`config.mk`:
```
export PLATFORM = sky130hd
export DESIGN_NAME = lpm_seq
export DESIGN_NICKNAME = d
export VERILOG_FILES = /design/src/rtl/lpm_pkg.sv /design/src/rtl/lpm_timer.sv /design/src/rtl/lpm_seq.sv
export SDC_FILE = /design/constraint.sdc
export NUM_CORES = 1
export LEC_CHECK = 0
export ABC_CLOCK_PERIOD_IN_PS = 1800
export BUFFER_PORTS_ARGS = -buffer_cell sky130_fd_sc_hd__buf_2
export CORE_UTILIZATION = 30
export DETAILED_ROUTE_END_ITERATION = 8
export HOLD_SLACK_MARGIN = 0.03
export SLEW_MARGIN = 20
export SYNTH_ARGS = -nofsm -noshare
export SYNTH_HDL_FRONTEND = slang
export SYNTH_SLANG_ARGS = --single-unit
```
`constraint.sdc`:
```
create_clock -name clk -period 1.8 [get_ports clk]
set_input_delay 0.09 -clock clk [delete_from_list [all_inputs] [get_ports clk]]
set_output_delay 0.09 -clock clk [all_outputs]
set_load 0.01 [all_outputs]
```
`src/rtl/lpm_pkg.sv`:
```
package lpm_pkg;

    typedef enum logic [1:0] {
        CMD_NOP   = 2'b00,
        CMD_DESEL = 2'b01,
        CMD_AREF  = 2'b10,
        CMD_RD    = 2'b11
    } cmd_t;

    typedef enum logic [2:0] {
        ST_ACTIVE,
        ST_SR_ENTRY,
        ST_SELF_REF,
        ST_SR_EXIT,
        ST_PD_REFRESH,
        ST_PD_ENTRY,
        ST_POWER_DOWN,
        ST_PD_EXIT
    } lpm_state_t;

endpackage

```
`src/rtl/lpm_timer.sv`:
```
module lpm_timer #(
    parameter int W = 8
) (
    input  logic         clk,
    input  logic         rst_n,
    input  logic         load,
    input  logic [W-1:0] load_val,
    output logic [W-1:0] cnt
);

    always_ff @(posedge clk) begin
        if (!rst_n)
            cnt <= '0;
        else if (load)
            cnt <= load_val;
        else if (cnt != '0)
            cnt <= cnt - 1'b1;
    end

    load_val_chk: assert property (@(posedge clk) disable iff (!rst_n)
        load |=> cnt == $past(load_val));

    count_down_chk: assert property (@(posedge clk) disable iff (!rst_n)
        (!load && cnt != '0) |=> cnt == $past(cnt) - 1'b1);

endmodule

```
`src/rtl/lpm_seq.sv`:
```
module lpm_seq
    import lpm_pkg::*;
#(
    parameter int NDEV  = 2,
    parameter int T_XSC = 200,
    parameter int T_XPN = 4,
    parameter int T_DLL = 1000
) (
    input  logic            clk,
    input  logic            rst_n,
    input  logic            sr_enter_req,
    input  logic            sr_exit_req,
    input  logic            pd_enter_req,
    input  logic            pd_exit_req,
    input  logic            refresh_due,
    output logic [NDEV-1:0] cke,
    output logic [1:0]      cmd,
    output logic            ready,
    output logic            rd_ok
);

    localparam int BLK_MAX = (T_XSC > T_XPN) ? T_XSC : T_XPN;
    localparam int BW      = $clog2(BLK_MAX + 1);
    localparam int DW      = $clog2(T_DLL + 1);

    lpm_state_t state, nxt;
    logic       pend_sr, pend_pd, resume, resume_nxt;
    logic       take_entry, ld_blk, ld_dll;
    logic [BW-1:0] blk_val, blk_cnt;
    logic [DW-1:0] dll_cnt;
    logic       want_sr, want_pd, blk_last, dll_zero;
    logic       cke_one;
    cmd_t       cmd_q;

    assign want_sr  = pend_sr | sr_enter_req;
    assign want_pd  = pend_pd | pd_enter_req;
    assign blk_last = (blk_cnt == BW'(1));
    assign dll_zero = (dll_cnt == '0);

    lpm_timer #(.W(BW)) u_blk (
        .clk(clk), .rst_n(rst_n), .load(ld_blk), .load_val(blk_val), .cnt(blk_cnt)
    );

    lpm_timer #(.W(DW)) u_dll (
        .clk(clk), .rst_n(rst_n), .load(ld_dll), .load_val(DW'(T_DLL)), .cnt(dll_cnt)
    );

    // next-state logic
    always_comb begin
        nxt        = state;
        take_entry = 1'b0;
        ld_blk     = 1'b0;
        ld_dll     = 1'b0;
        blk_val    = '0;
        resume_nxt = resume;
        unique case (state)
            ST_ACTIVE: begin
                if (want_sr) begin
                    nxt        = ST_SR_ENTRY;
                    take_entry = 1'b1;
                end else if (want_pd) begin
                    nxt        = refresh_due ? ST_PD_REFRESH : ST_PD_ENTRY;
                    take_entry = 1'b1;
                end
            end
            ST_SR_ENTRY:   nxt = ST_SELF_REF;
            ST_SELF_REF: begin
                if (sr_exit_req) begin
                    nxt     = ST_SR_EXIT;
                    ld_blk  = 1'b1;
                    blk_val = BW'(T_XSC);
                    ld_dll  = 1'b1;
                end
            end
            ST_SR_EXIT: begin
                if (blk_last) nxt = ST_ACTIVE;
            end
            ST_PD_REFRESH: nxt = ST_PD_ENTRY;
            ST_PD_ENTRY:   nxt = ST_POWER_DOWN;
            ST_POWER_DOWN: begin
                if (pd_exit_req || refresh_due) begin
                    nxt        = ST_PD_EXIT;
                    ld_blk     = 1'b1;
                    blk_val    = BW'(T_XPN);
                    resume_nxt = !pd_exit_req;
                end
            end
            ST_PD_EXIT: begin
                if (pd_exit_req) resume_nxt = 1'b0;
                if (blk_last) nxt = resume_nxt ? ST_PD_REFRESH : ST_ACTIVE;
            end
            default: nxt = ST_ACTIVE;
        endcase
    end

    // state register
    always_ff @(posedge clk) begin
        if (!rst_n) begin
            state   <= ST_ACTIVE;
            pend_sr <= 1'b0;
            pend_pd <= 1'b0;
            resume  <= 1'b0;
        end else begin
            state   <= nxt;
            pend_sr <= take_entry ? 1'b0 : want_sr;
            pend_pd <= take_entry ? 1'b0 : want_pd;
            resume  <= resume_nxt;
        end
    end

    // output decode
    always_comb begin
        cke_one = 1'b1;
        cmd_q   = CMD_NOP;
        ready   = 1'b0;
        unique case (state)
            ST_ACTIVE:     begin cmd_q = CMD_DESEL; ready = 1'b1; end
            ST_SR_ENTRY:   begin cke_one = 1'b0; cmd_q = CMD_AREF; end
            ST_SELF_REF:   cke_one = 1'b0;
            ST_SR_EXIT:    cmd_q = CMD_NOP;
            ST_PD_REFRESH: cmd_q = CMD_AREF;
            ST_PD_ENTRY:   cke_one = 1'b0;
            ST_POWER_DOWN: cke_one = 1'b0;
            ST_PD_EXIT:    cmd_q = CMD_NOP;
            default:       cmd_q = CMD_DESEL;
        endcase
    end

    assign cke   = {NDEV{cke_one}};
    assign cmd   = cmd_q;
    assign rd_ok = ready && dll_zero;


    sr_hold_low_chk: assert property (@(posedge clk) disable iff (!rst_n)
        (!cke[0] && cmd == CMD_AREF) |=> !cke[0]);


    exit_nop_chk: assert property (@(posedge clk) disable iff (!rst_n)
        $rose(cke[0]) |-> (cmd == CMD_NOP && !ready));


    rd_gate_chk: assert property (@(posedge clk) disable iff (!rst_n)
        rd_ok |-> ready);


    low_not_ready_chk: assert property (@(posedge clk) disable iff (!rst_n)
        !cke[0] |-> !ready);


    ready_after_blackout_chk: assert property (@(posedge clk) disable iff (!rst_n)
        ready |-> blk_cnt == '0);


    fall_cmd_chk: assert property (@(posedge clk) disable iff (!rst_n)
        $fell(cke[0]) |-> (cmd == CMD_AREF || cmd == CMD_NOP));

endmodule

```
-- After elaboration in Yosys (flattened, before gate mapping)
Index checks and enable logic that the tools add are counted.
- equality and inequality tests: 13
- add/subtract/negate cells: 2
- reductions and logical operators: 16
- muxes and demuxes: 30
- bitwise operators: 3
- operators with widths (cell ; number):
    $mux 3 ; 8
    $mux 8 ; 3
    $pmux 3 s8 ; 1
    $mux 10 ; 2
    $pmux 8 s2 ; 1
    $eq 3x3->1 const B ; 4
    $mux 1 ; 12
    $logic_not 10->1 ; 1
    $reduce_bool 10->1 ; 1
    $sub 10x1->10 const B ; 1
    $eq 8x1->1 const B ; 1
    $ne 2x2->1 const B ; 4
    $reduce_bool 8->1 ; 1
    $sub 8x1->8 const B ; 1
    $eq 3x2->1 const B ; 2
    $reduce_bool 2->1 ; 3
    $reduce_or 2->1 ; 3
    $reduce_and 5->1 ; 1
    $pmux 1 s2 ; 2
    $pmux 2 s2 ; 1
    $reduce_or 4->1 ; 1
    $eq 3x1->1 const B ; 1
    $logic_not 3->1 ; 1
    $ne 3x3->1 const B ; 1
    6 further kinds ; 7
- flip-flop bits (word level): 24
- output and inout port bits: 6
- input bits: 7

-- Depth between registers and ports, before layout
Gate-level depths: netlist of run 1.
- depth in word-level cells: 5
- mapped depth: 7
- mapped depth without buffers: 7

-- Hierarchy
Synthesis of run 1 repeated with hierarchy kept, for this count alone.
- cells, all modules: 170
- area total of the unflattened synthesis: 1488.9 sq um
- by module, submodules not included (module ; cells each ; instances ; area each (sq um) ; seq. area each (sq um)):
    lpm_timer at u_dll ; 63 ; 1 ; 549.3 ; 200.2
    lpm_timer at u_blk ; 56 ; 1 ; 474.2 ; 160.2
    lpm_seq ; 51 ; 1 ; 465.4 ; 120.1

-- Least setup slack after synthesis of run 1
OpenSTA, ideal clock, no wires.
- path type: flip-flop to flip-flop
- start point: register state[0]
- end point: register state[0]
- library setup time: 0.072 ns
- clock period less this slack: 1.650 ns
- stages on the path, launching flop included: 8
- slack: 0.150 ns
- data required time: 1.728 ns
- arrival time: 1.579 ns
- buffers on the path: 1
- cells stage by stage: dfxtp_1 -> inv_1 -> ha_1 -> clkbuf_1 -> nor3b_1 -> a31oi_1 -> o311a_1 -> mux2i_1
- longest elaborated chain between the ends: 3
- elaborated cells between the ends (all ways): 15
- classes of those cells: 12 x eq/ne; 1 x mux; 2 x reduce/logical
- RTL lines (what ; RTL line ; text):
    start: declaration ; lpm_seq.sv:26 ; lpm_state_t state, nxt;
    start signal: assignment ; lpm_seq.sv:104 ; state <= nxt;
    $eq 3x3->1, or another cell as far along ; lpm_seq.sv:56 ; unique case (state)
    $ne 2x2->1 (no line) or $ne 3x3->1 (tied branches) ; - ;
    $reduce_and 5->1 (no line) ; - ;
Parallel ways exist; a longest one is shown, timed or not.
A chain may end at the register's enable or synchronous reset.

-- Final worst setup path of run 1
- start point: register u_blk.cnt[0]
- end point: register u_blk.cnt[3]
- longest elaborated chain between the ends: 3
- elaborated cells between the ends (all ways): 5
- classes of those cells: 1 x add/sub; 2 x mux; 2 x reduce/logical
- RTL lines (what ; RTL line ; text):
    start: declaration ; lpm_timer.sv:8 ; output logic [W-1:0] cnt
    start signal: assignment ; lpm_timer.sv:15 ; cnt <= load_val;
    start signal: assignment ; lpm_timer.sv:17 ; cnt <= cnt - 1'b1;
    $sub 8x1->8 ; lpm_timer.sv:17 ;
    $mux 8 ; lpm_timer.sv:16 ; else if (cnt != '0)
    $mux 8 ; lpm_timer.sv:14 ; else if (load)
Parallel ways exist; a longest one is shown, timed or not. The select of a mux whose other input is x is not followed.

==> results_dict.tcl, run 1 <==
set metrics [dict create \
    synthMostInstantiatedCell "dfxtp_1" \
    fillerInstances 465 \
    worstPathRequired_ns 1.96 \
    clk_pin_slew_worst_paths_ns 0.09 \
    rsz0062_at_grt "false" \
    min_from "pd_enter_req" \
    ioPinCount 13 \
    rows 24 \
    cts_tree "yes" \
    r2r-start "u_blk.cnt[0]$_SDFFE_PN0P_" \
    syn_to_final_growth_pct 19.0 \
    ys_ff_latch 24 \
    cts.sinks 24 \
    vdd_drop_max_v 0.000750 \
    io_buffers 12 \
    leakagePower_nw 0.743 \
    synth-edff-count 0 \
    fmax_mhz 585 \
    synthTopCellsByCount "dfxtp_1 (24), nor2_1 (16), a21oi_1 (14), nand2_1 (13), inv_1 (11)" \
    vias 1219 \
    core_area_um2 4500 \
    cpPeakStageDelay_ns 0.47 \
    ys.flop_type "dfxtp_1" \
    route.detailed.wl_per_inst_um 11.7 \
    first_iter_violations 22 \
    initial_core_util_pct 32.4 \
    slew_headroom_pct 69.1 \
    syn_avg_cell_area_um2 8.68 \
    post-route-period-util_pct 94.9 \
    final_area_um2 1730 \
    setup_viol 0 \
    overflow 0 \
    post-route-min-period_ns 1.71 \
    min_path_type "input pin to flip-flop" \
    power_density_nw_per_um2 1900 \
    cts_buffers 3 \
    drv_slew 0 \
    critPathTopFamily "simple AND/OR/NAND/NOR gates" \
    fin_tns_setup_ns 0 \
    maxCapViolations 0 \
    slowest_stage "or4b_4" \
    synth_top_cell_area_share_pct 33.0 \
    cts-root-buf "clkbuf_8" \
    path_buf_inv 1 \
    start_kind "flip-flop" \
    reg2reg_slack_ns 0.09 \
    worstPathArrival_ns 1.87 \
    die_h_um 71.7 \
    dpl-instance-area_um2 1620 \
    syn-instance-count 168 \
    cp-end-kind "flip-flop" \
    outcome "complete, no violations" \
    hold_violations 0 \
    timing.rr.end "u_blk.cnt[3]$_SDFFE_PN0P_" \
    dp_hpwl_um 2120 \
    htreeDepth 1 \
    critPathCapture "u_blk.cnt[3]$_SDFFE_PN0P_" \
    wl_um 2830 \
    syn_nets 184 \
    clockBufferDepth 2 \
    setup.worst_path.start "u_blk.cnt[0]$_SDFFE_PN0P_" \
    diodes 0 \
    fin_skew_ns 0.00222 \
    grt_first_pass_wirelength_um 4980 \
    netlist_area_um2 1460 \
    ys_seq_area_share_pct 33.0 \
    drt_first_pass_iters 5 \
    tightestPinTransition_ns 0.459 \
    ys_warn_count 0 \
    yosys.area.top_type "dfxtp_1" \
    antenna_found_initial 0 \
    grt_max_degree 14 \
    drc 0 \
    groute.usage.overall_pct 12.1 \
    synthTopCellsByArea "dfxtp_1 (33%), ha_1 (7.7%), a21oi_1 (4.8%)" \
    gp_congestion 0.773 \
    cp_max_fo 4 \
    cp_cell_sequence "inv_2 -> ha_1 -> or4b_4 -> a211oi_4 -> nand2b_1 -> o22ai_1" \
    hold_buffers 0 \
    clock_latency_ns 0.27 \
    r2r_cells 6 \
    viasPerCell 5.06 \
    dieWidth_um 71.7 \
    final_antenna_net_count 0 \
    die-area_um2 5140 \
    drive_gt1_share_pct 23.8 \
    nets 206 \
    path_class "flip-flop to flip-flop" \
    worst-path-stages 6 \
    synthDistinctLibCells 45 \
    async_reset_ff_share_pct 0 \
    grt_pass1_vias 1106 \
]
-- final cells by class --
type                       count  area [um2]  share of cell area, %
multi-input combinational    127         941                   54.3
sequential                    24         485                   28.0
timing repair buffer          23         146                   8.44
tap                           52        65.1                   3.75
clock buffer                   4        55.1                   3.17
inverter                      11        41.3                   2.38
-- cell families (layout without fill, tap and decap cells) --
family / count (synthesis) / count (layout) / share of synthesized area, %
and+or+nand+nor: 64 / 64 / 25.1
AOI/OAI and AO/OA: 42 / 42 / 21.3
DFF: 24 / 24 / 33.0
buffers and inverters: 17 / 38 / 5.15
adders and majority gates: 9 / 9 / 7.73
xor gates and xnor gates: 7 / 7 / 4.21
muxes: 5 / 5 / 3.52
-- tightest hold or removal path, delay by kind of cell --
kind                   cells  cell delay, ns
buffers and inverters      1            0.07
AND/OR/NAND/NOR            2            0.14
-- state kept, by name, indices dropped and copies added (netlist names) --
name and flops:
pend_sr 1, state 3, pend_pd 1, u_blk.cnt 8, resume 1, u_dll.cnt 10
-- power breakdown --
group	internal, mW	leakage, nW	switching, mW
logic	0.993	0.516	0.991
clock network	0.195	0.0288	0.173
registers	0.744	0.199	0.205
-- cell usage in the layout, fill, tap and decap left out, types with 3 or more instances in the layout --
cell,netlist,layout
a211oi_1,7,7
nand2_1,13,13
buf_4,3,10
nand3_1,4,3
inv_1,11,9
ha_1,9,7
nor2_1,16,16
a21oi_1,14,14
nor2b_1,4,3
nand2b_1,5,5
xor2_1,3,3
clkbuf_8,0,4
xnor2_1,4,4
or3_1,4,4
mux2i_1,4,4
dfxtp_1,24,22
buf_2,0,12
-- stage by stage --
step	power, mW	std cells	utilization [%]	hold WS [ns]	setup WS, ns
2_1_floorplan	2.38	168	-	0.235	0.150
3_3_place_gp	2.79	235	35.9	0.334	0.0927
3_5_place_dp	2.79	235	35.9	0.335	0.0972
4_1_cts	3.19	239	37.2	0.0479	0.0532
5_1_grt	3.63	241	38.5	0.0662	0.00236
6_report	3.30	241	38.5	0.0669	0.0917
-- per-layer routing --
layer	GRT usage, %	wire length (um)	share of wire [%]	up-vias
li1	-	-	-	643
met1	17.0	1500	53	564
met2	18.3	1260	44	12
met3	3.38	68	2.4	0
met4	2.61	0	0	0
met5	0	0	0	-
-- repair_timing --
| action | in CTS | in global routing |
|---|---|---|
| buffers inserted | 0 | 2 |
| pin swaps | 0 | 2 |
| endpoints found under the setup margin | 1 | 8 |
| gates resized for setup | 1 | 14 |
-- worst min path at each step --
stage / end / slack [ns] / cells past startpoint
6_report: pend_pd$_SDFF_PP0_ / 0.07 / 3
5_1_grt: pend_pd$_SDFF_PP0_ / 0.07 / 3
4_1_cts: pend_pd$_SDFF_PP0_ / 0.05 / 3
3_5_place_dp: pend_pd$_SDFF_PP0_ / 0.34 / 3
3_3_place_gp: pend_pd$_SDFF_PP0_ / 0.33 / 3
2_1_floorplan: pend_pd$_SDFF_PP0_ / 0.23 / 2
Power figures use the tool's default switching activity.
==> inputs of run 2 (changes only) <==
- ABC_AREA: unset -> 1
==> run 2 against run 1 <==
  * Core utilization decreased by 3.3 points
  * Critical endpoint is now rd_ok
  * Sequential share of layout area shrank 1.1 points
  * Global-route usage increased by 0.60 points
  * First-iteration DRC count grew 82%
  * Via count increased by 10%
  * Synthesized cell count increased by 37%
  * Flip-flop and latch count is the same
  * Worst hold slack gained 0.00053 ns
  * Non-clock buffer count shrank 10
  * Setup slack better by 0.063 ns
==> results_dict.tcl, run 2 <==
set metrics [dict create \
    core_area_um2 5070 \
    worstPathRequired_ns 1.71 \
    fin_tns_setup_ns 0 \
    grt_max_degree 15 \
    netlist_area_um2 1580 \
    cts.sinks 24 \
    start_kind "flip-flop" \
    groute.usage.overall_pct 12.7 \
    synthTopCellsByCount "nand2_1 (44), nor2_1 (38), inv_1 (26), dfxtp_1 (24), nand3_1 (19)" \
    stdcell_count 312 \
    r2r-start "state[0]$_SDFFE_PN0P_" \
    ys.flop_type "dfxtp_1" \
    final_area_um2 1780 \
    syn_to_final_growth_pct 13.1 \
    syn_avg_cell_area_um2 6.86 \
    clockBufferDepth 2 \
    tightestPinTransition_ns 0.431 \
    initial_core_util_pct 31.1 \
    htreeDepth 1 \
    outcome "complete, no violations" \
    dp_hpwl_um 2360 \
    wl_um 3000 \
    synthTopCellsByArea "dfxtp_1 (30%), nand2_1 (10%), nor2_1 (9.0%)" \
    vias 1343 \
    multi_input_area_um2 937 \
    antenna_found_initial 0 \
    dieWidth_um 74.5 \
    worstPathArrival_ns 1.56 \
    grt_pass1_vias 1274 \
    rows 26 \
    rsz0062_at_grt "false" \
    io_buffers 12 \
    setup_viol 0 \
    vdd_drop_max_v 0.000588 \
    cp-end-kind "output port" \
    die-area_um2 5550 \
    ys_ff_latch 24 \
    leakagePower_nw 0.899 \
    viasPerCell 4.30 \
    setup.worst_path.start "u_dll.cnt[0]$_SDFFE_PP0P_" \
    ys_warn_count 0 \
    diodes 0 \
    gr-usage-met2_pct 22.1 \
    syn-instance-count 230 \
    grt_first_pass_wirelength_um 5410 \
    fin_skew_ns 0.00365 \
    busiest_layer "met2" \
    fmax_mhz 608 \
    timing.rr.end "state[1]$_SDFFE_PN0P_" \
    route.detailed.wl_per_inst_um 9.61 \
    largest_reg_flops 10 \
    yosys.area.top_type "dfxtp_1" \
    clock_latency_ns 0.27 \
    cts_setup_buffers 0 \
    maxCapViolations 0 \
    nets 259 \
    reg_top3 "u_dll.cnt: 10 flops, u_blk.cnt: 8 flops, state: 3 flops" \
    layout_commonest_cell "nand2_1" \
    synth-edff-count 0 \
    critPathCapture "rd_ok" \
    clk_pin_slew_worst_paths_ns 0.09 \
    first_iter_violations 40 \
    reg2reg_slack_ns 0.26 \
    slew_headroom_pct 71.2 \
    cts_buffers 3 \
    overflow 0 \
    cts_tree "yes" \
    area.sequential_um2 480 \
    post-route-period-util_pct 91.4 \
    finalHoldWorstSlack_ns 0.0675 \
    post-route-min-period_ns 1.65 \
    dpl-instance-area_um2 1690 \
    hold_violations 0 \
    min_path_type "input pin to flip-flop" \
    final_cell_mix "nand2_1 (44), nor2_1 (38), inv_1 (26), dfxtp_1 (24), nand3_1 (19)" \
    ioPinCount 13 \
    synthMostInstantiatedCell "nand2_1" \
    grt_util_met1_pct 15.5 \
    drv_slew 0 \
    cts-root-buf "clkbuf_8" \
    dp_cells 307 \
    drc 0 \
    final_antenna_net_count 0 \
    cp_max_fo 9 \
    gp_congestion 0.789 \
    synth_top_cell_area_share_pct 30.5 \
    drive_gt1_share_pct 19.4 \
    async_reset_ff_share_pct 0 \
    die_h_um 74.5 \
    fillerInstances 544 \
    synthDistinctLibCells 32 \
    r2r_cells 10 \
    grt_util_met3_pct 3.39 \
    syn_nets 246 \
    ys_seq_area_share_pct 30.5 \
    path_class "flip-flop to output port" \
    drt_first_pass_iters 4 \
    power_density_nw_per_um2 1830 \
    top_register "u_dll.cnt" \
]
-- run 2: cell types whose count changed in the layout (fill, tap and decap cells not counted), moves of 4 or more --
| cell | change |
|---|---|
| nand2_1 | +31 |
| nor2_1 | +22 |
| inv_1 | +17 |
| nand3_1 | +16 |
| buf_4 | -10 |
| inv_2 | +7 |
| a211oi_1 | -6 |
| nand2_2 | +5 |
| nand2b_1 | -5 |
| nor2_4 | +5 |
| mux2i_1 | -4 |
| nand4_1 | +4 |
| or3_1 | -4 |
-- run 2: power breakdown --
part / switching, mW / leakage [nW] / internal, mW / total, mW
clock: 0.174 / 0.0357 / 0.297 / 0.471
sequential: 0.185 / 0.199 / 0.739 / 0.924
combinational: 1.14 / 0.665 / 0.734 / 1.87
total: 1.50 / 0.899 / 1.77 / 3.27
-- run 2: timing repair --
| item | in CTS | in global routing |
|---|---|---|
| resized for setup | 0 | 3 |
| endpoints found under the hold margin | 1 | 0 |
| setup endpoints to repair | 0 | 3 |
| hold buffers | 1 | 0 |
-- run 2: per-layer routing --
layer	wire, um	up-vias
met4	20	0
met5	0	-
met2	1450	7
li1	-	746
met1	1460	588
met3	76	2
-- run 2: worst min-delay path by stage --
stage | slack, ns | to | depth (start not counted) | from
6_report | 0.07 | pend_pd$_SDFF_PP0_ | 3 | pd_enter_req
3_5_place_dp | 0.32 | resume$_SDFFE_PN0P_ | 2 | pd_exit_req
2_1_floorplan | 0.19 | resume$_SDFFE_PN0P_ | 1 | pd_exit_req
5_1_grt | 0.09 | pend_pd$_SDFF_PP0_ | 3 | pd_enter_req
3_3_place_gp | 0.32 | resume$_SDFFE_PN0P_ | 2 | pd_exit_req
4_1_cts | 0.06 | pend_pd$_SDFF_PP0_ | 3 | pd_enter_req
-- run 2: cells by family (layout without fill, tap and decap cells) --
family                   Yosys count  in the layout  synth area share (%)
adder cells (fa/ha/maj)            9              9                  7.14
AO/OA/AOI/OAI                     25             25                  9.60
XOR/XNOR                           5              5                  2.78
AND/OR/NAND/NOR                  126            126                  38.9
buffers and inverters             41             53                  11.1
flip-flops                        24             24                  30.5
-- run 2: worst max-delay path: stages (launching register included) --
cell     delay, ns
dfxtp_1       0.32
inv_1         0.16
ha_4          0.19
nand2_2       0.09
nor2_4        0.13
nand2_2       0.15
nor2_1        0.12
buf_2         0.14
-- run 2: through the flow --
| step | total power [mW] | setup slack [ns] | util, % |
|---|---|---|---|
| 2_1_floorplan | 2.49 | 0.426 | - |
| 3_3_place_gp | 2.78 | 0.235 | 33.3 |
| 3_5_place_dp | 2.78 | 0.200 | 33.3 |
| 4_1_cts | 3.27 | 0.0843 | 34.9 |
| 5_1_grt | 3.63 | 0.0219 | 35.2 |
| 6_report | 3.27 | 0.154 | 35.2 |
-- run 2: final cells by class --
cell class	instances	area share (%)
Sequential cell	24	26.9
Tap cell	70	4.91
Inverter	36	7.71
Clock inverter	1	1.68
Timing Repair Buffer	13	3.93
Clock buffer	3	2.31
Multi-Input combinational cell	165	52.5
